`src/rtl/fsr_pkg.sv`:
```
package fsr_pkg;
  typedef enum logic [2:0] {
    CLS_ZERO  = 3'd0,
    CLS_NORM  = 3'd1,
    CLS_DNORM = 3'd2,
    CLS_INF   = 3'd3,
    CLS_QNAN  = 3'd4,
    CLS_SNAN  = 3'd5
  } fp_cls_e;

  typedef struct packed {
    logic zero;
    logic norm;
    logic dnorm;
    logic inf;
    logic qnan;
    logic snan;
  } cls_flags_t;
endpackage

```
`src/rtl/fsr_class_decode.sv`:
```
module fsr_class_decode
  import fsr_pkg::*;
#(
  parameter int CLS_W = 3
) (
  input  logic [CLS_W-1:0] cls,
  output cls_flags_t       flags
);
  always_comb begin
    flags       = '0;
    flags.zero  = (cls == CLS_W'(CLS_ZERO));
    flags.norm  = (cls == CLS_W'(CLS_NORM));
    flags.dnorm = (cls == CLS_W'(CLS_DNORM));
    flags.inf   = (cls == CLS_W'(CLS_INF));
    flags.qnan  = (cls == CLS_W'(CLS_QNAN));
    flags.snan  = (cls == CLS_W'(CLS_SNAN));
  end
endmodule

```
`src/rtl/fsr_nan_pick.sv`:
```
module fsr_nan_pick #(
  parameter int WORD_W = 32,
  parameter int FRAC_W = 23
) (
  input  logic              z_snan,
  input  logic              x_snan,
  input  logic              x_qnan,
  input  logic              y_snan,
  input  logic              y_qnan,
  input  logic [WORD_W-1:0] z_word,
  input  logic [WORD_W-1:0] x_word,
  input  logic [WORD_W-1:0] y_word,
  output logic              hit,
  output logic [WORD_W-1:0] result,
  output logic              invalid
);
  localparam logic [WORD_W-1:0] QUIET_BIT = WORD_W'(1) << (FRAC_W - 1);

  always_comb begin
    hit     = 1'b1;
    invalid = 1'b0;
    result  = '0;
    if (z_snan) begin
      invalid = 1'b1;
      result  = z_word | QUIET_BIT;
    end else if (x_snan) begin
      invalid = 1'b1;
      result  = x_word | QUIET_BIT;
    end else if (y_snan) begin
      invalid = 1'b1;
      result  = y_word | QUIET_BIT;
    end else if (y_qnan && !x_qnan) begin
      result  = y_word;
    end else if (x_qnan) begin
      result  = x_word;
    end else begin
      hit     = 1'b0;
    end
  end
endmodule

```
`src/rtl/fsr_prod_pick.sv`:
```
module fsr_prod_pick #(
  parameter int WORD_W = 32,
  parameter int FRAC_W = 23
) (
  input  logic              x_zero,
  input  logic              x_norm,
  input  logic              x_dnorm,
  input  logic              x_inf,
  input  logic              y_zero,
  input  logic              y_norm,
  input  logic              y_dnorm,
  input  logic              y_inf,
  input  logic              z_zero,
  input  logic              z_norm,
  input  logic              z_dnorm,
  input  logic              z_inf,
  input  logic              z_qnan,
  input  logic              prod_sign,
  input  logic [WORD_W-1:0] z_word,
  output logic              hit,
  output logic [WORD_W-1:0] result,
  output logic              invalid,
  output logic              need_dp
);
  localparam int EXP_W = WORD_W - FRAC_W - 1;
  localparam logic [WORD_W-2:0] INF_MAG  = {{EXP_W{1'b1}}, {FRAC_W{1'b0}}};
  localparam logic [WORD_W-1:0] DFLT_NAN = {1'b0, {EXP_W{1'b1}}, 1'b1, {(FRAC_W-1){1'b0}}};

  logic x_fin_nz, y_fin_nz, z_finite;
  logic inf_by_zero, inf_prod, zero_prod, fin_prod;

  assign x_fin_nz    = x_norm | x_dnorm;
  assign y_fin_nz    = y_norm | y_dnorm;
  assign z_finite    = z_zero | z_norm | z_dnorm;
  assign inf_by_zero = (x_inf & y_zero) | (x_zero & y_inf);
  assign inf_prod    = (x_inf & (y_fin_nz | y_inf)) | (y_inf & x_fin_nz);
  assign zero_prod   = (x_zero & (y_zero | y_fin_nz)) | (y_zero & x_fin_nz);
  assign fin_prod    = x_fin_nz & y_fin_nz;

  always_comb begin
    hit     = 1'b0;
    result  = '0;
    invalid = 1'b0;
    need_dp = 1'b0;
    if (inf_by_zero) begin
      hit = 1'b1;
      if (z_qnan) begin
        result = z_word;
      end else begin
        invalid = 1'b1;
        result  = DFLT_NAN;
      end
    end else if (inf_prod) begin
      hit    = 1'b1;
      result = z_qnan ? z_word : {prod_sign, INF_MAG};
    end else if (zero_prod) begin
      hit    = 1'b1;
      result = z_inf ? {z_word[WORD_W-1], INF_MAG} : z_word;
    end else if (fin_prod) begin
      if (z_qnan) begin
        hit    = 1'b1;
        result = z_word;
      end else if (z_inf) begin
        hit    = 1'b1;
        result = {z_word[WORD_W-1], INF_MAG};
      end else begin
        need_dp = z_finite;
      end
    end
  end
endmodule

```
`src/rtl/fma_special_resolver.sv`:
```
module fma_special_resolver
  import fsr_pkg::*;
#(
  parameter int WORD_W = 32,
  parameter int FRAC_W = 23,
  parameter int CLS_W  = 3
) (
  input  logic              clk,
  input  logic              rst,
  input  logic [CLS_W-1:0]  z_cls,
  input  logic [CLS_W-1:0]  x_cls,
  input  logic [CLS_W-1:0]  y_cls,
  input  logic [WORD_W-1:0] z_word,
  input  logic [WORD_W-1:0] x_word,
  input  logic [WORD_W-1:0] y_word,
  output logic              byp_valid,
  output logic [WORD_W-1:0] byp_result,
  output logic              invalid_op,
  output logic              need_datapath,
  output logic              norm_z,
  output logic              norm_x,
  output logic              norm_y
);
  localparam int N_OPND = 3;

  // operand slots: 0 = z, 1 = x, 2 = y
  logic [CLS_W-1:0] cls_in [N_OPND];
  cls_flags_t       fl     [N_OPND];

  assign cls_in[0] = z_cls;
  assign cls_in[1] = x_cls;
  assign cls_in[2] = y_cls;

  for (genvar i = 0; i < N_OPND; i++) begin : g_dec
    fsr_class_decode #(.CLS_W(CLS_W)) u_dec (
      .cls   (cls_in[i]),
      .flags (fl[i])
    );
  end

  logic              nan_hit, nan_inv;
  logic [WORD_W-1:0] nan_res;
  logic              prd_hit, prd_inv, prd_dp;
  logic [WORD_W-1:0] prd_res;

  fsr_nan_pick #(.WORD_W(WORD_W), .FRAC_W(FRAC_W)) u_nan (
    .z_snan (fl[0].snan),
    .x_snan (fl[1].snan),
    .x_qnan (fl[1].qnan),
    .y_snan (fl[2].snan),
    .y_qnan (fl[2].qnan),
    .z_word (z_word),
    .x_word (x_word),
    .y_word (y_word),
    .hit    (nan_hit),
    .result (nan_res),
    .invalid(nan_inv)
  );

  fsr_prod_pick #(.WORD_W(WORD_W), .FRAC_W(FRAC_W)) u_prd (
    .x_zero   (fl[1].zero),
    .x_norm   (fl[1].norm),
    .x_dnorm  (fl[1].dnorm),
    .x_inf    (fl[1].inf),
    .y_zero   (fl[2].zero),
    .y_norm   (fl[2].norm),
    .y_dnorm  (fl[2].dnorm),
    .y_inf    (fl[2].inf),
    .z_zero   (fl[0].zero),
    .z_norm   (fl[0].norm),
    .z_dnorm  (fl[0].dnorm),
    .z_inf    (fl[0].inf),
    .z_qnan   (fl[0].qnan),
    .prod_sign(x_word[WORD_W-1] ^ y_word[WORD_W-1]),
    .z_word   (z_word),
    .hit      (prd_hit),
    .result   (prd_res),
    .invalid  (prd_inv),
    .need_dp  (prd_dp)
  );

  logic              nx_valid, nx_inv, nx_dp;
  logic [WORD_W-1:0] nx_res;
  logic [N_OPND-1:0] nx_norm;

  always_comb begin
    nx_valid = nan_hit | prd_hit;
    nx_res   = nan_hit ? nan_res : prd_res;
    nx_inv   = nan_hit ? nan_inv : prd_inv;
    nx_dp    = !nan_hit & prd_dp;
    for (int i = 0; i < N_OPND; i++) begin
      nx_norm[i] = nx_dp & fl[i].dnorm;
    end
  end

  always_ff @(posedge clk) begin
    if (rst) begin
      byp_valid     <= 1'b0;
      byp_result    <= '0;
      invalid_op    <= 1'b0;
      need_datapath <= 1'b0;
      norm_z        <= 1'b0;
      norm_x        <= 1'b0;
      norm_y        <= 1'b0;
    end else begin
      byp_valid     <= nx_valid;
      byp_result    <= nx_res;
      invalid_op    <= nx_inv;
      need_datapath <= nx_dp;
      norm_z        <= nx_norm[0];
      norm_x        <= nx_norm[1];
      norm_y        <= nx_norm[2];
    end
  end
endmodule

```
`config.mk`:
```
export PLATFORM = sky130hd
export DESIGN_NAME = fma_special_resolver
export DESIGN_NICKNAME = d
export VERILOG_FILES = /design/src/rtl/fsr_pkg.sv /design/src/rtl/fsr_class_decode.sv /design/src/rtl/fsr_nan_pick.sv /design/src/rtl/fsr_prod_pick.sv /design/src/rtl/fma_special_resolver.sv
export SDC_FILE = /design/constraint.sdc
export NUM_CORES = 1
export LEC_CHECK = 0
export ABC_CLOCK_PERIOD_IN_PS = 1900
export BUFFER_PORTS_ARGS = -buffer_cell sky130_fd_sc_hd__buf_2
export CAP_MARGIN = 10
export CORE_MARGIN = 2
export CORE_UTILIZATION = 35
export DETAILED_ROUTE_END_ITERATION = 12
export PLACE_DENSITY = 0.72
export SYNTH_ARGS = -nofsm -noshare
export SYNTH_HDL_FRONTEND = slang
export SYNTH_SLANG_ARGS = --single-unit
export TNS_END_PERCENT = 50
```
`constraint.sdc`:
```
create_clock -name clk -period 1.9 [get_ports clk]
set_clock_uncertainty 0.1 [all_clocks]
set_input_delay 0.095 -clock clk [delete_from_list [all_inputs] [get_ports clk]]
set_output_delay 0.095 -clock clk [all_outputs]
set_load 0.01 [all_outputs]
```
==> results of run 1 <==
## state kept, by name, summed over array words and instances, names as in the netlist
signal         count
norm_z             1
invalid_op         1
need_datapath      1
byp_valid          1
norm_x             1
byp_result        32
norm_y             1
## routing by layer
metal / wire (microns) / global-route usage (%)
met1: 3011 / 26.25
met2: 3668 / 39.74
met3: 508 / 5.349
met4: 151 / 6.429
met5: 0 / 0
## cell usage in the layout (no fill, tap or decap), drive strengths merged, types with 2 or more instances in the layout
master	instances
nand4	2
nor2	2
nand3	2
a211oi	7
a21oi	10
o22ai	2
dlygate4sd3	47
a31oi	5
nor4b	2
nand2b	8
nor2b	3
and4bb	3
and3b	2
dfxtp	38
clkbuf	6
or2	3
nand3b	2
o21ai	2
o2bb2ai	22
o221ai	4
a221oi	7
buf	156
inv	12
a22oi	25
xor2	2
nand2	6
nor4	2
## through the flow
step / power, mW / utilization (%)
after floorplan: 1.109 / -
after global routing: 2.104 / 63.86
after detailed placement: 1.317 / 51.31
final: 2.004 / 63.86
after global placement: 1.311 / 51.31
after CTS: 1.985 / 62.24
## cells by family after synthesis
group	Yosys count	share of synthesized area, %
DFF	38	40.21
xor gates and xnor gates	3	1.389
buffers and inverters	31	8.002
adders and majority gates	1	0.5952
and+or+nand+nor	38	12.63
AOI/OAI and AO/OA	90	37.17
## tightest hold or removal path: stages
cell and delay, ps:
buf_2 80, a22oi_1 70, o2bb2ai_1 130
## report_power, final
part | internal [mW] | switching [mW] | total [mW] | leakage, nW
Clock | 0.292 | 0.301 | 0.593 | 0.0472
Combinational | 0.287 | 0.264 | 0.551 | 1.23
Sequential | 0.848 | 0.0118 | 0.860 | 0.312
## synthesized netlist by cell type (all sizes together) (2+ instances only)
library cell | number | share of area, %
nor2 | 2 | 0.40
dfxtp | 38 | 40
a21oi | 10 | 2.8
nand3b | 2 | 0.79
o22ai | 2 | 0.66
xor2 | 2 | 0.93
and3b | 2 | 0.93
inv | 12 | 2.4
nand2 | 6 | 1.2
buf | 13 | 4.4
or2 | 3 | 0.99
nand2b | 8 | 2.6
a31oi | 5 | 2.0
clkbuf | 6 | 1.2
nor4 | 2 | 0.66
a221oi | 7 | 3.2
nand3 | 2 | 0.53
nand4 | 2 | 0.66
nor2b | 3 | 0.99
a211oi | 7 | 2.8
o221ai | 4 | 2.2
a22oi | 25 | 9.9
o2bb2ai | 22 | 10
o21ai | 2 | 0.53
nor4b | 2 | 0.93
## final cells by class
type	count	area [sq um]
fillers	455	1869
repair buffers	203	1281
multi-input cells	134	1033
flip-flops and latches	38	760.7
well taps	70	87.58
clock buffers	6	82.58
inverters	12	45.04
clock inverters	2	12.51
## path summary, 6_finish.rpt
path,startpoint,slack [ps],to
worst min-delay path,y_word[4],4,byp_result[4]$_SDFF_PP0_
worst max-delay path,x_cls[2],80,byp_result[21]$_SDFF_PP0_
## what timing repair did
item,4_1_cts,5_1_grt
hold buffers,47,0
resized for setup,0,4
buffers inserted,0,4
endpoints found under the setup margin,0,16
endpoints found under the hold margin,31,0
==> impl_results.md, run 1 <==
* FP Rows at 26
* CTS root buf: clkbuf_8
* Syn-to-layout area delta at 74.60%
* Sequential area share after synthesis at 40.21%
* Buffers & Inverters on Critical Path at 2
* Post-synth ARST share at 0%
* Vias at 2414
* Syn_area_per_cell at 9.412 sq um
* Crit-path max cell delay at 560 ps
* Synth Flop Type: dfxtp_1
* Total routed wirelength at 7340 microns
* Final #Nets at 501
* Class of the worst hold path: input pin to register
* Final Hold Vio Count at 0
* Post-route ant nets at 0
* Crit Path Category: input pin to register
* Core ar. at 5172 sq um
* Final period util at 95.61%
* Mapped Cells at 201
* CTS Buf Count at 5
* CTS tree: built
* Status: completed
* Post-synth EDFFs at 0
* Pre-CTS setup slack at 214.7 ps
* Via density at 5.191
* Worst Tran Pin Value at 650.0 ps
* Lkg Pwr at 1.586 nW
* First-pass GRT wire length at 10610 microns
* Number of synthesized register bits at 38
* Die width at 77.52 microns
* Dpl hpwl at 4838 microns
* DRT Pass-1 Iters at 4
* Power density cells at 606.7 nW/um^2
* Hold path cells at 3
* Critical path fanouts, max at 6
* Synthesized cell area at 1892 sq um
* Worst vdd ir at 311.3 uV
* Reg clk slew, reported paths at 80 ps
* Number of clock sinks at 38
* ANT cells at 0
* WHS at 3.607 ps
* DR iter-0 viols at 120
* H-tree lvl count at 2
* Worst setup EP type: register
* Worst-path cell chain: buf_2, or2_1, a21oi_1, and4bb_2, o2bb2ai_1, dlygate4sd3_1
* Crit path launch type: input pin
* Post-route non-filler standard cell count at 465
* Data arrival, critical path at 1950 ps
* Rel. slew slack at 56.67%
* Initial core utilization at 36.57%
* Remaining DRCs at 0
* Final setup violation count at 0
* Delay-heaviest family, CP: simple AND/OR/NAND/NOR gates
* WP data required at 2040 ps
* Ys Warns at 0
* I/O Buffers at 144
* Synth cell types at 43
* Grt ovf at 0
* Peak Freq at 550.5 MHz
* Top-Level Pins at 145
* Syn nets at 308
* Die area at 6009 sq um
* Bufs on Longest Clock Path at 2
* Share of layout cells above drive strength 1 at 44.05%
* Number of global-route vias before repair at 2200
* Routability cong. at 0.9230
* GRT Overall Usage at 22.20%
* Placed Cells at 404
* Initial antenna violation count at 0
* Area of placed instances at 2654 sq um
* Design area at 3303 sq um
* Unrepaired setup endpoints after global routing: false
* Slowest cell on the critical path: dlygate4sd3_1
* Largest net degree at the start of global routing at 23
* Final Max Tran Viols at 0
* Cell count along the critical path at 6
* Height of the die at 77.52 microns
* Total negative slack at 0 ps
* Crit path setup slack, layout at 83.35 ps
* WL per Instance at 15.78 microns
* Tmin final at 1817 ps
* Max Cap Violations at 0
(Power assumes the default switching activity.)
==> inputs of run 2 (changes only) <==
--- a/config.mk
+++ b/config.mk
@@ -10,9 +10,11 @@
 export CAP_MARGIN = 10
 export CORE_MARGIN = 2
 export CORE_UTILIZATION = 35
+export CTS_BUF_LIST = sky130_fd_sc_hd__clkbuf_8
 export DETAILED_ROUTE_END_ITERATION = 12
-export PLACE_DENSITY = 0.72
+export PLACE_DENSITY = 0.65
 export SYNTH_ARGS = -nofsm -noshare
 export SYNTH_HDL_FRONTEND = slang
+export SYNTH_HIERARCHICAL = 1
 export SYNTH_SLANG_ARGS = --single-unit
 export TNS_END_PERCENT = 50
==> run 2 against run 1 <==
Setup slack improved by 69 ps. First-iteration DRC count fell by 57%. Hold slack improved by 37 ps. Synthesized cell count increased by 43%. Via count increased by 12%. Critical path depth up 3. Area after synthesis grew 43%. Clock power rose by 2%. Cell count rose by 20%. Critical path type unchanged.
==> impl_results.md, run 2 <==
* GRT Overall Usage at 17.79% (-4.4 points)
* Height of the die at 91.77 microns (+18%)
* H-tree lvl count at 2 (unchanged)
* Synth Flop Type: dfxtp_1
* Bufs on Longest Clock Path at 2 (unchanged)
* Synthesized cell area at 2696 sq um (+43%)
* Die width at 91.77 microns (+18%)
* Max reg flops at 32 (unchanged)
* Tmin final at 1748 ps (-68.90 ps)
* Multi-input gate area at 1757 sq um (+70%)
* Lkg Pwr at 1.851 nW (+17%)
* Utilization after layout at 49.59% (-14 points)
* I/O Buffers at 144 (unchanged)
* Fillers at 734 (+61%)
* Number of clock sinks at 38 (unchanged)
* Remaining DRCs at 0 (unchanged)
* CTS root buf: clkbuf_8
* Die area at 8422 sq um (+40%)
* Register name with the most flops: byp_result
* Min-Delay Endpoint: byp_result[2]$_SDFF_PP0_
* Reg clk slew, reported paths at 80 ps (about the same)
* Peak Freq at 572.2 MHz (+3.9%)
* Final #Nets at 560 (+12%)
* Worst vdd ir at 267.5 uV (-14%)
* Final setup violation count at 0 (unchanged)
* Final Max Tran Viols at 0 (unchanged)
* Grt ovf at 0 (unchanged)
* Power density cells at 561.3 nW/um^2 (-7.5%)
* First-pass GRT wire length at 12120 microns (+14%)
* WL per Instance at 13.75 microns (-13%)
* Via density at 4.881 (-6.0%)
* Core ar. at 7607 sq um (+47%)
* Most frequent cells in the layout: buf_2 (144), mux2i_1 (64), nor2_1 (41), dfxtp_1 (38), buf_4 (33)
* Post-route non-filler standard cell count at 556 (+20%)
* Syn_area_per_cell at 9.395 sq um (-0.18%)
* Routability cong. at 0.8599 (-6.8%)
* Post-synth EDFFs at 0 (unchanged)
* Syn-to-layout area delta at 39.91%
* Max Cap Violations at 0 (unchanged)
* Number of global-route vias before repair at 2529 (+15%)
* Final Hold Vio Count at 0 (unchanged)
* Unrepaired setup endpoints after global routing: false
* FP Rows at 32 (+23%)
* Hold path start: y_word[2]
* Top-count cell post-synth: mux2i_1
* Area of placed instances at 3666 sq um (+38%)
* Worst setup EP type: register
* Number of synthesized register bits at 38 (unchanged)
* Data arrival, critical path at 1840 ps (-110 ps)
* Status: completed
* Post-CTS Setup Bufs at 0 (unchanged)
* Worst Tran Pin Value at 456.6 ps (-193.4 ps)
* Crit path setup slack, layout at 152.2 ps (+68.90 ps)
* Post-synth ARST share at 0% (unchanged)
* ANT cells at 0 (unchanged)
* Most common cell after layout, fill and taps aside: buf_2
* Hold path cells at 4 (+1)
* CTS Buf Count at 5 (unchanged)
* Class of the worst hold path: input pin to register
* Crit path launch type: input pin
* Pre-CTS setup slack at -241.9 ps (-456.7 ps)
* Cell accounting for the most synthesized area: dfxtp_1
* Ys Warns at 6 (+6)
* Top cell type's share of synthesized area at 28.21% (-12 points)
* DR iter-0 viols at 52 (-57%)
* Mapped Cells at 287 (+43%)
* DRT Pass-1 Iters at 4 (unchanged)
* Most frequent cells after synthesis: mux2i_1 (64), nor2_1 (41), dfxtp_1 (38)
* Syn nets at 394 (+28%)
* Critical path fanouts, max at 22 (+16)
* Post-route ant nets at 0 (unchanged)
* Crit Path Category: input pin to register
* WP data required at 1990 ps (-50 ps)
* Rel. slew slack at 69.49% (+13 points)
* Reg area at 760.7 sq um (unchanged)
* Initial antenna violation count at 0 (unchanged)
* Largest net degree at the start of global routing at 26 (+13%)
* Total routed wirelength at 7647 microns (+4.2%)
* CTS tree: built
* Placed Cells at 548 (+36%)
* Dpl hpwl at 5877 microns (+21%)
* Area contributors post-synth: dfxtp_1 (28%), mux2i_1 (24%), o2bb2ai_1 (10%)
* Hold_buf cts at 0 (-100%)
* Design area at 3772 sq um (+14%)
* Share of layout cells above drive strength 1 at 44.93% (+0.88 points)
* Initial core utilization at 35.44% (-1.1 points)
* Final period util at 91.99% (-3.6 points)
* Sequential area share after synthesis at 28.21% (-12 points)
* Top-Level Pins at 145 (unchanged)
* Synth cell types at 43 (unchanged)
* Vias at 2714 (+12%)
## run 2: logic make-up after synthesis
family | Yosys count | synth area share [%]
buf+inv | 22 | 7.378
compound gates | 61 | 19.17
xor+xnor | 1 | 0.3249
mux | 64 | 23.76
flops | 38 | 28.21
simple gates | 101 | 21.16
## run 2: worst max-delay path: stages
cell and delay, ps:
buf_2 130, nor3b_1 150, or4_1 540, a21boi_1 180, a32oi_4 280, buf_12 190, nor2b_1 60, mux2i_1 140
nor2_1 50
## run 2: what timing repair did
action / CTS / global route
gates resized for setup: 0 / 3
endpoints found under the hold margin: 0 / 0
endpoints found under the setup margin: 0 / 31
## run 2: per-stage QoR
stage               hold slack [ps]  power, mW  TNS (ps)
finish                        41.10      2.118         0
global route                  51.25      2.243         0
CTS                           36.04      2.145         0
detailed placement            347.4      1.538     -7368
global placement              341.8      1.527     -5329
floorplan                     199.4      1.288         0
## run 2: final cells by class
class | instances | share of cell area, %
flip-flops and latches | 38 | 20.17
inverters | 1 | 0.09950
clock inverters | 2 | 0.3317
repair buffers | 180 | 27.26
multi-input cells | 227 | 46.57
well taps | 102 | 3.383
clock buffers | 6 | 2.189
## run 2: where the power goes
group / internal (mW) / leakage [nW] / switching, mW / total [mW]
Sequential: 0.840 / 0.310 / 0.00994 / 0.850
Combinational: 0.338 / 1.49 / 0.327 / 0.666
Clock: 0.292 / 0.0472 / 0.310 / 0.602
## run 2: worst max path at each step
| stage | cells past startpoint | slack (ps) | startpoint | end |
|---|---|---|---|---|
| floorplan | 7 | 60 | x_cls[2] | byp_result[23]$_SDFF_PP0_ |
| global placement | 8 | -200 | x_cls[1] | byp_result[23]$_SDFF_PP0_ |
| detailed placement | 8 | -240 | x_cls[2] | byp_result[23]$_SDFF_PP0_ |
| CTS | 8 | 60 | x_cls[2] | byp_result[25]$_SDFF_PP0_ |
| global route | 8 | 30 | x_cls[2] | norm_x$_SDFF_PP0_ |
| finish | 9 | 150 | y_cls[1] | byp_result[10]$_SDFF_PP0_ |
## run 2: per-layer routing
layer / vias to the layer above / global-route usage [%] / wire, microns
li1: 1381 / - / -
met1: 1243 / 21.86 / 3252
met2: 84 / 31.62 / 3847
met3: 6 / 4.026 / 485
met4: 0 / 3.980 / 62
met5: - / 0 / 0
